### src/rtl/iexu_pkg.sv
package iexu_pkg;
   localparam int OP_W = 5;

   localparam logic [OP_W-1:0] OP_ADD   = 5'd0;
   localparam logic [OP_W-1:0] OP_SUB   = 5'd1;
   localparam logic [OP_W-1:0] OP_AND   = 5'd2;
   localparam logic [OP_W-1:0] OP_OR    = 5'd3;
   localparam logic [OP_W-1:0] OP_XOR   = 5'd4;
   localparam logic [OP_W-1:0] OP_SHLI  = 5'd5;
   localparam logic [OP_W-1:0] OP_SHRI  = 5'd6;
   localparam logic [OP_W-1:0] OP_SHLR  = 5'd7;
   localparam logic [OP_W-1:0] OP_SHRR  = 5'd8;
   localparam logic [OP_W-1:0] OP_LTS   = 5'd9;
   localparam logic [OP_W-1:0] OP_LTU   = 5'd10;
   localparam logic [OP_W-1:0] OP_ADDK  = 5'd11;
   localparam logic [OP_W-1:0] OP_ANDK  = 5'd12;
   localparam logic [OP_W-1:0] OP_ORK   = 5'd13;
   localparam logic [OP_W-1:0] OP_XORK  = 5'd14;
   localparam logic [OP_W-1:0] OP_LTSK  = 5'd15;
   localparam logic [OP_W-1:0] OP_LTUK  = 5'd16;
   localparam logic [OP_W-1:0] OP_UPK   = 5'd17;
   localparam logic [OP_W-1:0] OP_MULS  = 5'd18;
   localparam logic [OP_W-1:0] OP_MULU  = 5'd19;
   localparam logic [OP_W-1:0] OP_RDHI  = 5'd20;
   localparam logic [OP_W-1:0] OP_RDLO  = 5'd21;
endpackage

### src/rtl/iexu_shift.sv
module iexu_shift #(
   parameter int XLEN   = 32,
   parameter bit BARREL = 1'b1,
   localparam int SH_W  = $clog2(XLEN)
) (
   input  logic [XLEN-1:0] data_i,
   input  logic [SH_W-1:0] amt_i,
   input  logic            left_i,
   output logic [XLEN-1:0] data_o
);
   if ((1 << SH_W) != XLEN) begin : g_chk_pow2
      $error("iexu_shift: XLEN must be a power of two");
   end

   if (BARREL) begin : g_barrel
      logic [XLEN-1:0] rev_in;
      logic [XLEN-1:0] rev_out;
      logic [XLEN-1:0] stage [SH_W+1];

      for (genvar i = 0; i < XLEN; i++) begin : g_rev
         assign rev_in[i]  = data_i[XLEN-1-i];
         assign rev_out[i] = stage[SH_W][XLEN-1-i];
      end

      assign stage[0] = left_i ? data_i : rev_in;

      for (genvar k = 0; k < SH_W; k++) begin : g_stage
         assign stage[k+1] = amt_i[k] ? (stage[k] << (1 << k)) : stage[k];
      end

      assign data_o = left_i ? stage[SH_W] : rev_out;
   end else begin : g_operator
      assign data_o = left_i ? (data_i << amt_i) : (data_i >> amt_i);
   end
endmodule

### src/rtl/iexu_mul.sv
module iexu_mul #(
   parameter int XLEN = 32,
   localparam int PW  = 2 * XLEN
) (
   input  logic [XLEN-1:0] a_i,
   input  logic [XLEN-1:0] b_i,
   input  logic            signed_i,
   output logic [PW-1:0]   prod_o
);
   logic [PW-1:0] a_w;
   logic [PW-1:0] b_w;

   assign a_w = {{XLEN{signed_i & a_i[XLEN-1]}}, a_i};
   assign b_w = {{XLEN{signed_i & b_i[XLEN-1]}}, b_i};

   assign prod_o = a_w * b_w;
endmodule

### src/rtl/iexu_hilo.sv
module iexu_hilo #(
   parameter int XLEN = 32
) (
   input  logic              clk_i,
   input  logic              rst_ni,
   input  logic              load_i,
   input  logic [2*XLEN-1:0] prod_i,
   output logic [XLEN-1:0]   hi_o,
   output logic [XLEN-1:0]   lo_o
);
   always_ff @(posedge clk_i or negedge rst_ni) begin
      if (!rst_ni) begin
         hi_o <= '0;
         lo_o <= '0;
      end else if (load_i) begin
         hi_o <= prod_i[2*XLEN-1:XLEN];
         lo_o <= prod_i[XLEN-1:0];
      end
   end

   AST_HILO_HOLD: assert property (@(posedge clk_i) disable iff (!rst_ni)
      !load_i |=> ($stable(hi_o) && $stable(lo_o)));

   AST_HILO_LOAD: assert property (@(posedge clk_i) disable iff (!rst_ni)
      load_i |=> ({hi_o, lo_o} == $past(prod_i)));
endmodule

### src/rtl/int_exec_unit.sv
module int_exec_unit
   import iexu_pkg::*;
#(
   parameter int XLEN   = 32,
   parameter int IMM_W  = 16,
   parameter bit BARREL = 1'b1,
   localparam int SH_W  = $clog2(XLEN),
   localparam int EXT_W = XLEN - IMM_W
) (
   input  logic             clk_i,
   input  logic             rst_ni,
   input  logic [OP_W-1:0]  op_i,
   input  logic [XLEN-1:0]  src_a_i,
   input  logic [XLEN-1:0]  src_b_i,
   input  logic [IMM_W-1:0] imm_i,
   input  logic [SH_W-1:0]  shamt_i,
   input  logic             wr_en_i,
   output logic [XLEN-1:0]  result_o
);
   if (IMM_W >= XLEN) begin : g_chk_imm
      $error("int_exec_unit: IMM_W must be narrower than XLEN");
   end

   logic [XLEN-1:0]   imm_sx;
   logic [XLEN-1:0]   imm_zx;
   logic [XLEN-1:0]   sh_out;
   logic [SH_W-1:0]   sh_amt;
   logic              sh_left;
   logic              is_mul;
   logic [2*XLEN-1:0] prod;
   logic [XLEN-1:0]   hi_q;
   logic [XLEN-1:0]   lo_q;

   assign imm_sx = {{EXT_W{imm_i[IMM_W-1]}}, imm_i};
   assign imm_zx = {{EXT_W{1'b0}}, imm_i};

   // shift control: register forms take the amount from operand A
   assign sh_amt  = (op_i == OP_SHLR || op_i == OP_SHRR) ? src_a_i[SH_W-1:0] : shamt_i;
   assign sh_left = (op_i == OP_SHLI || op_i == OP_SHLR);

   iexu_shift #(.XLEN(XLEN), .BARREL(BARREL)) u_shift (
      .data_i (src_b_i),
      .amt_i  (sh_amt),
      .left_i (sh_left),
      .data_o (sh_out)
   );

   iexu_mul #(.XLEN(XLEN)) u_mul (
      .a_i      (src_a_i),
      .b_i      (src_b_i),
      .signed_i (op_i == OP_MULS),
      .prod_o   (prod)
   );

   assign is_mul = (op_i == OP_MULS || op_i == OP_MULU);

   iexu_hilo #(.XLEN(XLEN)) u_hilo (
      .clk_i  (clk_i),
      .rst_ni (rst_ni),
      .load_i (is_mul && wr_en_i),
      .prod_i (prod),
      .hi_o   (hi_q),
      .lo_o   (lo_q)
   );

   always_comb begin
      result_o = '0;
      unique case (op_i)
         OP_ADD:  result_o = src_a_i + src_b_i;
         OP_SUB:  result_o = src_a_i - src_b_i;
         OP_AND:  result_o = src_a_i & src_b_i;
         OP_OR:   result_o = src_a_i | src_b_i;
         OP_XOR:  result_o = src_a_i ^ src_b_i;
         OP_SHLI, OP_SHRI, OP_SHLR, OP_SHRR: result_o = sh_out;
         OP_LTS:  result_o = {{(XLEN-1){1'b0}}, ($signed(src_a_i) < $signed(src_b_i))};
         OP_LTU:  result_o = {{(XLEN-1){1'b0}}, (src_a_i < src_b_i)};
         OP_ADDK: result_o = src_a_i + imm_sx;
         OP_ANDK: result_o = src_a_i & imm_zx;
         OP_ORK:  result_o = src_a_i | imm_zx;
         OP_XORK: result_o = src_a_i ^ imm_zx;
         OP_LTSK: result_o = {{(XLEN-1){1'b0}}, ($signed(src_a_i) < $signed(imm_sx))};
         OP_LTUK: result_o = {{(XLEN-1){1'b0}}, (src_a_i < imm_zx)};
         OP_UPK:  result_o = {imm_i, {EXT_W{1'b0}}};
         OP_RDHI: result_o = hi_q;
         OP_RDLO: result_o = lo_q;
         default: result_o = '0;
      endcase
   end

   AST_CMP_BOOL: assert property (@(posedge clk_i) disable iff (!rst_ni)
      (op_i == OP_LTS || op_i == OP_LTU || op_i == OP_LTSK || op_i == OP_LTUK)
      |-> (result_o[XLEN-1:1] == '0));

   AST_UPPER_LOW_ZERO: assert property (@(posedge clk_i) disable iff (!rst_ni)
      (op_i == OP_UPK) |-> (result_o[EXT_W-1:0] == '0));

   AST_SHIFT_ZERO_AMT: assert property (@(posedge clk_i) disable iff (!rst_ni)
      ((op_i == OP_SHLI || op_i == OP_SHRI) && shamt_i == '0) |-> (result_o == src_b_i));

   AST_IDLE_RESULT_ZERO: assert property (@(posedge clk_i) disable iff (!rst_ni)
      (op_i > OP_RDLO || is_mul) |-> (result_o == '0));
endmodule

### config.mk
export PLATFORM = sky130hd
export DESIGN_NAME = int_exec_unit
export DESIGN_NICKNAME = d
export VERILOG_FILES = /design/src/rtl/iexu_pkg.sv /design/src/rtl/iexu_shift.sv /design/src/rtl/iexu_mul.sv /design/src/rtl/iexu_hilo.sv /design/src/rtl/int_exec_unit.sv
export SDC_FILE = /design/constraint.sdc
export NUM_CORES = 2
export LEC_CHECK = 0
export ABC_AREA = 1
export BUFFER_PORTS_ARGS = -buffer_cell sky130_fd_sc_hd__clkbuf_2
export CAP_MARGIN = 5
export CORE_ASPECT_RATIO = 0.75
export CORE_MARGIN = 2
export CORE_UTILIZATION = 41
export CTS_CLUSTER_DIAMETER = 120
export DETAILED_ROUTE_END_ITERATION = 8
export GPL_TIMING_DRIVEN = 0
export PLACE_DENSITY = 0.55
export RECOVER_POWER = 100
export SKIP_CTS_REPAIR_TIMING = 1
export SLEW_MARGIN = 0
export SYNTH_ARGS = -nofsm -noshare
export SYNTH_HDL_FRONTEND = slang
export SYNTH_SLANG_ARGS = --single-unit
### constraint.sdc
create_clock -name clk_i -period 8.1 [get_ports clk_i]
set_input_delay 1.215 -clock clk_i [delete_from_list [all_inputs] [get_ports clk_i]]
set_output_delay 1.215 -clock clk_i [all_outputs]
set_load 0.005 [all_outputs]
==> impl_metrics.yaml <==
clocking:
  tritoncts.num_buffers: 9
  clock_tree_from_tritoncts: "built"
  clk-insertion-delay-late_ns: 0.35
  clock-sinks: 64
  h-tree-depth: 3
  clockBufferDepth: 2
  ctsRootBufferMaster: "sky130_fd_sc_hd__clkbuf_16"
  cts.reportedPaths.clkPinSlew_ns: 0.06
worst_setup_path:
  start_kind: "primary input"
  critPathArrivalTime_ns: 9.00
  setup.worst_path.class: "primary input to register"
  r2r_slack_ns: 7.25
  critical_path.max_fanout: 10
  required_ns: 8.34
  critical_path.endpoint_type: "register"
synthesis:
  synth_top_family_by_area: "adder cells"
  synth.yosys.warnings: 0
  postSynthRegisterBits: 64
  synth.yosys.seq_area_share_pct: 3.05
  synth.mux.area_fraction_pct: 0
  synth_compound_area_share_pct: 7.18
  synth_edf_count: 0
  post_synth_num_cell_types: 52
  syn-num-nets: 8774
  synth-main-ff-cell: "sky130_fd_sc_hd__dfrtp_1"
  synthesis.area_per_instance_um2: 7.35
  fraction_of_synthesis_flops_using_an_asynchronous_set_or_reset_pin_pct: 100
  netlist_instances: 7151
  synthSimpleGateAreaFrac_pct: 20.4
  post_syn_area_um2: 52600
  adder_cell_fraction_of_synth_area_pct: 52.5
  xor_xnor_portion_of_the_synthesized_cell_area_pct: 0.649
final_layout:
  post_route_cells_drive_above_1_share_pct: 11.1
  syn_to_final_growth_pct: 12.6
  final_design_utilization_pct: 46.6
  finish.net_count: 8988
  final_cell_mix: "sky130_fd_sc_hd__inv_1 (1,865), sky130_fd_sc_hd__nand2_1 (1,710), sky130_fd_sc_hd__fa_1 (1,107), sky130_fd_sc_hd__nand3_1 (400), sky130_fd_sc_hd__ha_1 (366)"
  stdcell_count: 9051
  layout.cells.most_common: "sky130_fd_sc_hd__inv_1"
  fillCellCount: 13300
placement:
  dp_hpwl_um: 235000
  io_buffer_count: 123
  place_congestion: 1.07
  place.detailed.instances: 8945
sta:
  fin_crit_ns: 8.75
  final_max_slew_viol_count: 47
  rsz0062_at_grt: "yes"
  worst_slew_pin_slew_ns: 2.61
  final_critical_path_setup_slack_ns: -0.654
  finalCritPeriodShare_pct: 108
  setup_viol_count_final: 36
  slew_headroom_pct: -74.0
  tns_ns: -11.84
  timing.fmax_ghz: 0.114
  timing.clock.skew_ns: 0
  number_of_hold_violations_in_the_final_report: 0
global_route:
  grt_antenna_before_repair: 23
  first_global_vias: 49700
  grt_max_degree: 47
  grt_util_all_layers_pct: 41.6
  wire_length_of_the_first_global_routing_pass_um: 379000
  grt_remaining_overflow: 0
die:
  io_pins: 125
  floorplan.initialDensity_pct: 41.4
  floorplan.die_area_um2: 131000
  die_h_um: 314
  core_rows: 113
  die-width_um: 418
  core_region_area_um2: 127000
run:
  max-cap-violations: 1
hold_path:
  worstHoldPathType: "register to register"
drt:
  per_cell_routed_wire_length_um: 30.3
  firstDrtPassIters: 7
  detail_route.drc_violations: 0
  routed_via_density: 5.62
  vias: 50900
  initialDrtViolationCount: 6726
  route.antenna.remaining_nets: 0
  routed_wl_um: 274000
outcome:
  outcome: "finished with violations"
  violated_checks: "max-capacitance violations, max-slew violations, negative setup slack"
synth_stat cells (3+ instances only):
| cell | instances | share of area [%] |
|---|---|---|
| sky130_fd_sc_hd__inv_1 | 1902 | 14 |
| sky130_fd_sc_hd__nand2_1 | 1737 | 12 |
| sky130_fd_sc_hd__fa_1 | 1127 | 43 |
| sky130_fd_sc_hd__nand3_1 | 421 | 4.0 |
| sky130_fd_sc_hd__ha_1 | 403 | 9.6 |
| sky130_fd_sc_hd__clkbuf_1 | 305 | 2.2 |
| sky130_fd_sc_hd__nor2_1 | 293 | 2.1 |
| sky130_fd_sc_hd__o21ai_0 | 242 | 2.3 |
| sky130_fd_sc_hd__a21oi_1 | 203 | 1.9 |
| sky130_fd_sc_hd__dfrtp_1 | 64 | 3.0 |
| sky130_fd_sc_hd__nand4_1 | 47 | 0.56 |
| sky130_fd_sc_hd__o22ai_1 | 32 | 0.38 |
| sky130_fd_sc_hd__nor3_1 | 29 | 0.28 |
| sky130_fd_sc_hd__xnor2_1 | 26 | 0.43 |
| sky130_fd_sc_hd__buf_2 | 24 | 0.23 |
| sky130_fd_sc_hd__a21o_1 | 22 | 0.31 |
| sky130_fd_sc_hd__a31oi_1 | 22 | 0.26 |
| sky130_fd_sc_hd__or2_2 | 22 | 0.26 |
| sky130_fd_sc_hd__nand3b_1 | 21 | 0.30 |
| sky130_fd_sc_hd__o21bai_1 | 20 | 0.29 |
| sky130_fd_sc_hd__a2111oi_0 | 18 | 0.30 |
| sky130_fd_sc_hd__nor4_1 | 16 | 0.19 |
| sky130_fd_sc_hd__o21ai_1 | 16 | 0.15 |
| sky130_fd_sc_hd__o21a_1 | 13 | 0.19 |
| sky130_fd_sc_hd__xor2_1 | 13 | 0.22 |
| sky130_fd_sc_hd__a221oi_1 | 11 | 0.18 |
| sky130_fd_sc_hd__o211ai_1 | 10 | 0.14 |
| sky130_fd_sc_hd__o221ai_1 | 10 | 0.17 |
| sky130_fd_sc_hd__a211oi_1 | 9 | 0.13 |
| sky130_fd_sc_hd__nand2_2 | 9 | 0.11 |
| sky130_fd_sc_hd__inv_2 | 8 | 0.057 |
| sky130_fd_sc_hd__a21boi_0 | 7 | 0.10 |
| sky130_fd_sc_hd__buf_1 | 7 | 0.050 |
| sky130_fd_sc_hd__o2111ai_1 | 7 | 0.12 |
| sky130_fd_sc_hd__buf_6 | 5 | 0.11 |
| sky130_fd_sc_hd__and3_1 | 4 | 0.048 |
| sky130_fd_sc_hd__a22o_1 | 3 | 0.050 |
| sky130_fd_sc_hd__buf_4 | 3 | 0.043 |
worst max-delay path, stage by stage:
cell and delay (ns):
sky130_fd_sc_hd__clkbuf_4 0.23, sky130_fd_sc_hd__buf_6 0.27, sky130_fd_sc_hd__nand2_1 0.21, sky130_fd_sc_hd__nor2_2 0.25
sky130_fd_sc_hd__fa_2 0.55, sky130_fd_sc_hd__fa_2 0.72, sky130_fd_sc_hd__fa_1 0.49, sky130_fd_sc_hd__fa_2 0.71
sky130_fd_sc_hd__clkinvlp_4 0.22, sky130_fd_sc_hd__buf_12 0.17, sky130_fd_sc_hd__buf_12 0.12, sky130_fd_sc_hd__fa_1 0.47
sky130_fd_sc_hd__fa_1 0.51, sky130_fd_sc_hd__fa_1 0.50, sky130_fd_sc_hd__inv_1 0.06, sky130_fd_sc_hd__fa_1 0.50
sky130_fd_sc_hd__ha_4 0.32, sky130_fd_sc_hd__a21o_1 0.23, sky130_fd_sc_hd__o21bai_1 0.20, sky130_fd_sc_hd__a21oi_1 0.23
sky130_fd_sc_hd__inv_1 0.07, sky130_fd_sc_hd__a31oi_1 0.20, sky130_fd_sc_hd__o211ai_1 0.13, sky130_fd_sc_hd__buf_4 0.18
sky130_fd_sc_hd__inv_2 0.06, sky130_fd_sc_hd__nand2_2 0.05, sky130_fd_sc_hd__nand3_2 0.06, sky130_fd_sc_hd__nand2_1 0.06
worst paths after layout:
kind / startpoint / to / depth (start not counted)
setup reg to reg: u_hilo.lo_o[19] / u_hilo.lo_o[19] / 2
setup / recovery: src_a_i[31] / u_hilo.hi_o[31] / 28
hold reg to reg: u_hilo.lo_o[0] / u_hilo.lo_o[0] / 2
max in group asynchronous: rst_ni / u_hilo.lo_o[25] / 2
hold / removal: u_hilo.lo_o[0] / u_hilo.lo_o[0] / 2
min in group asynchronous: rst_ni / u_hilo.lo_o[10] / 1
layout make-up:
type | instances | area, µm² | share of cell area (%)
repair buffers | 215 | 1510 | 2.56
diodes | 14 | 35.0 | 0.0592
clock inverters | 6 | 92.6 | 0.156
well taps | 1667 | 2090 | 3.52
flip-flops and latches | 64 | 1600 | 2.70
inverters | 1911 | 7220 | 12.2
plain buffers | 331 | 2400 | 4.06
multi-input cells | 4833 | 44000 | 74.4
clock buffers | 10 | 229 | 0.387
registers in the layout, summed over array words and instances (netlist names):
register / cells
u_hilo.hi_o: 32
u_hilo.lo_o: 32
kinds of logic (layout without fill, tap and decap cells):
family,count (synthesis),in the layout
flip-flops,64,64
other,0,14
AND/OR/NAND/NOR,2607,2608
buffers and inverters,2255,2473
XOR/XNOR,39,39
AO/OA/AOI/OAI,656,656
adder cells (fa/ha/maj),1530,1530
layer usage:
layer / up-vias / routed length (µm) / track usage, %
met3: 441 / 40600 / 14.8
met4: 14 / 11600 / 13.5
met5: - / 200 / 0
met1: 25700 / 116000 / 61.4
met2: 3137 / 105000 / 56.1
li1: 21500 / - / -
through the flow:
step / cell area [µm²] / setup WS, ns / hold slack [ns]
4_1_cts: 55800 / -2.85 / 0.489
5_1_grt: 59200 / -0.810 / 0.515
3_5_place_dp: 55500 / -3.18 / 0.475
6_report: 59200 / -0.654 / 0.485
2_1_floorplan: 52700 / 0.0156 / 0.445
3_3_place_gp: 55400 / -3.22 / 0.467
Power is left out: the tool's default activity adds up to more than one toggle a clock period on the data nets, which glitch-free logic cannot reach.
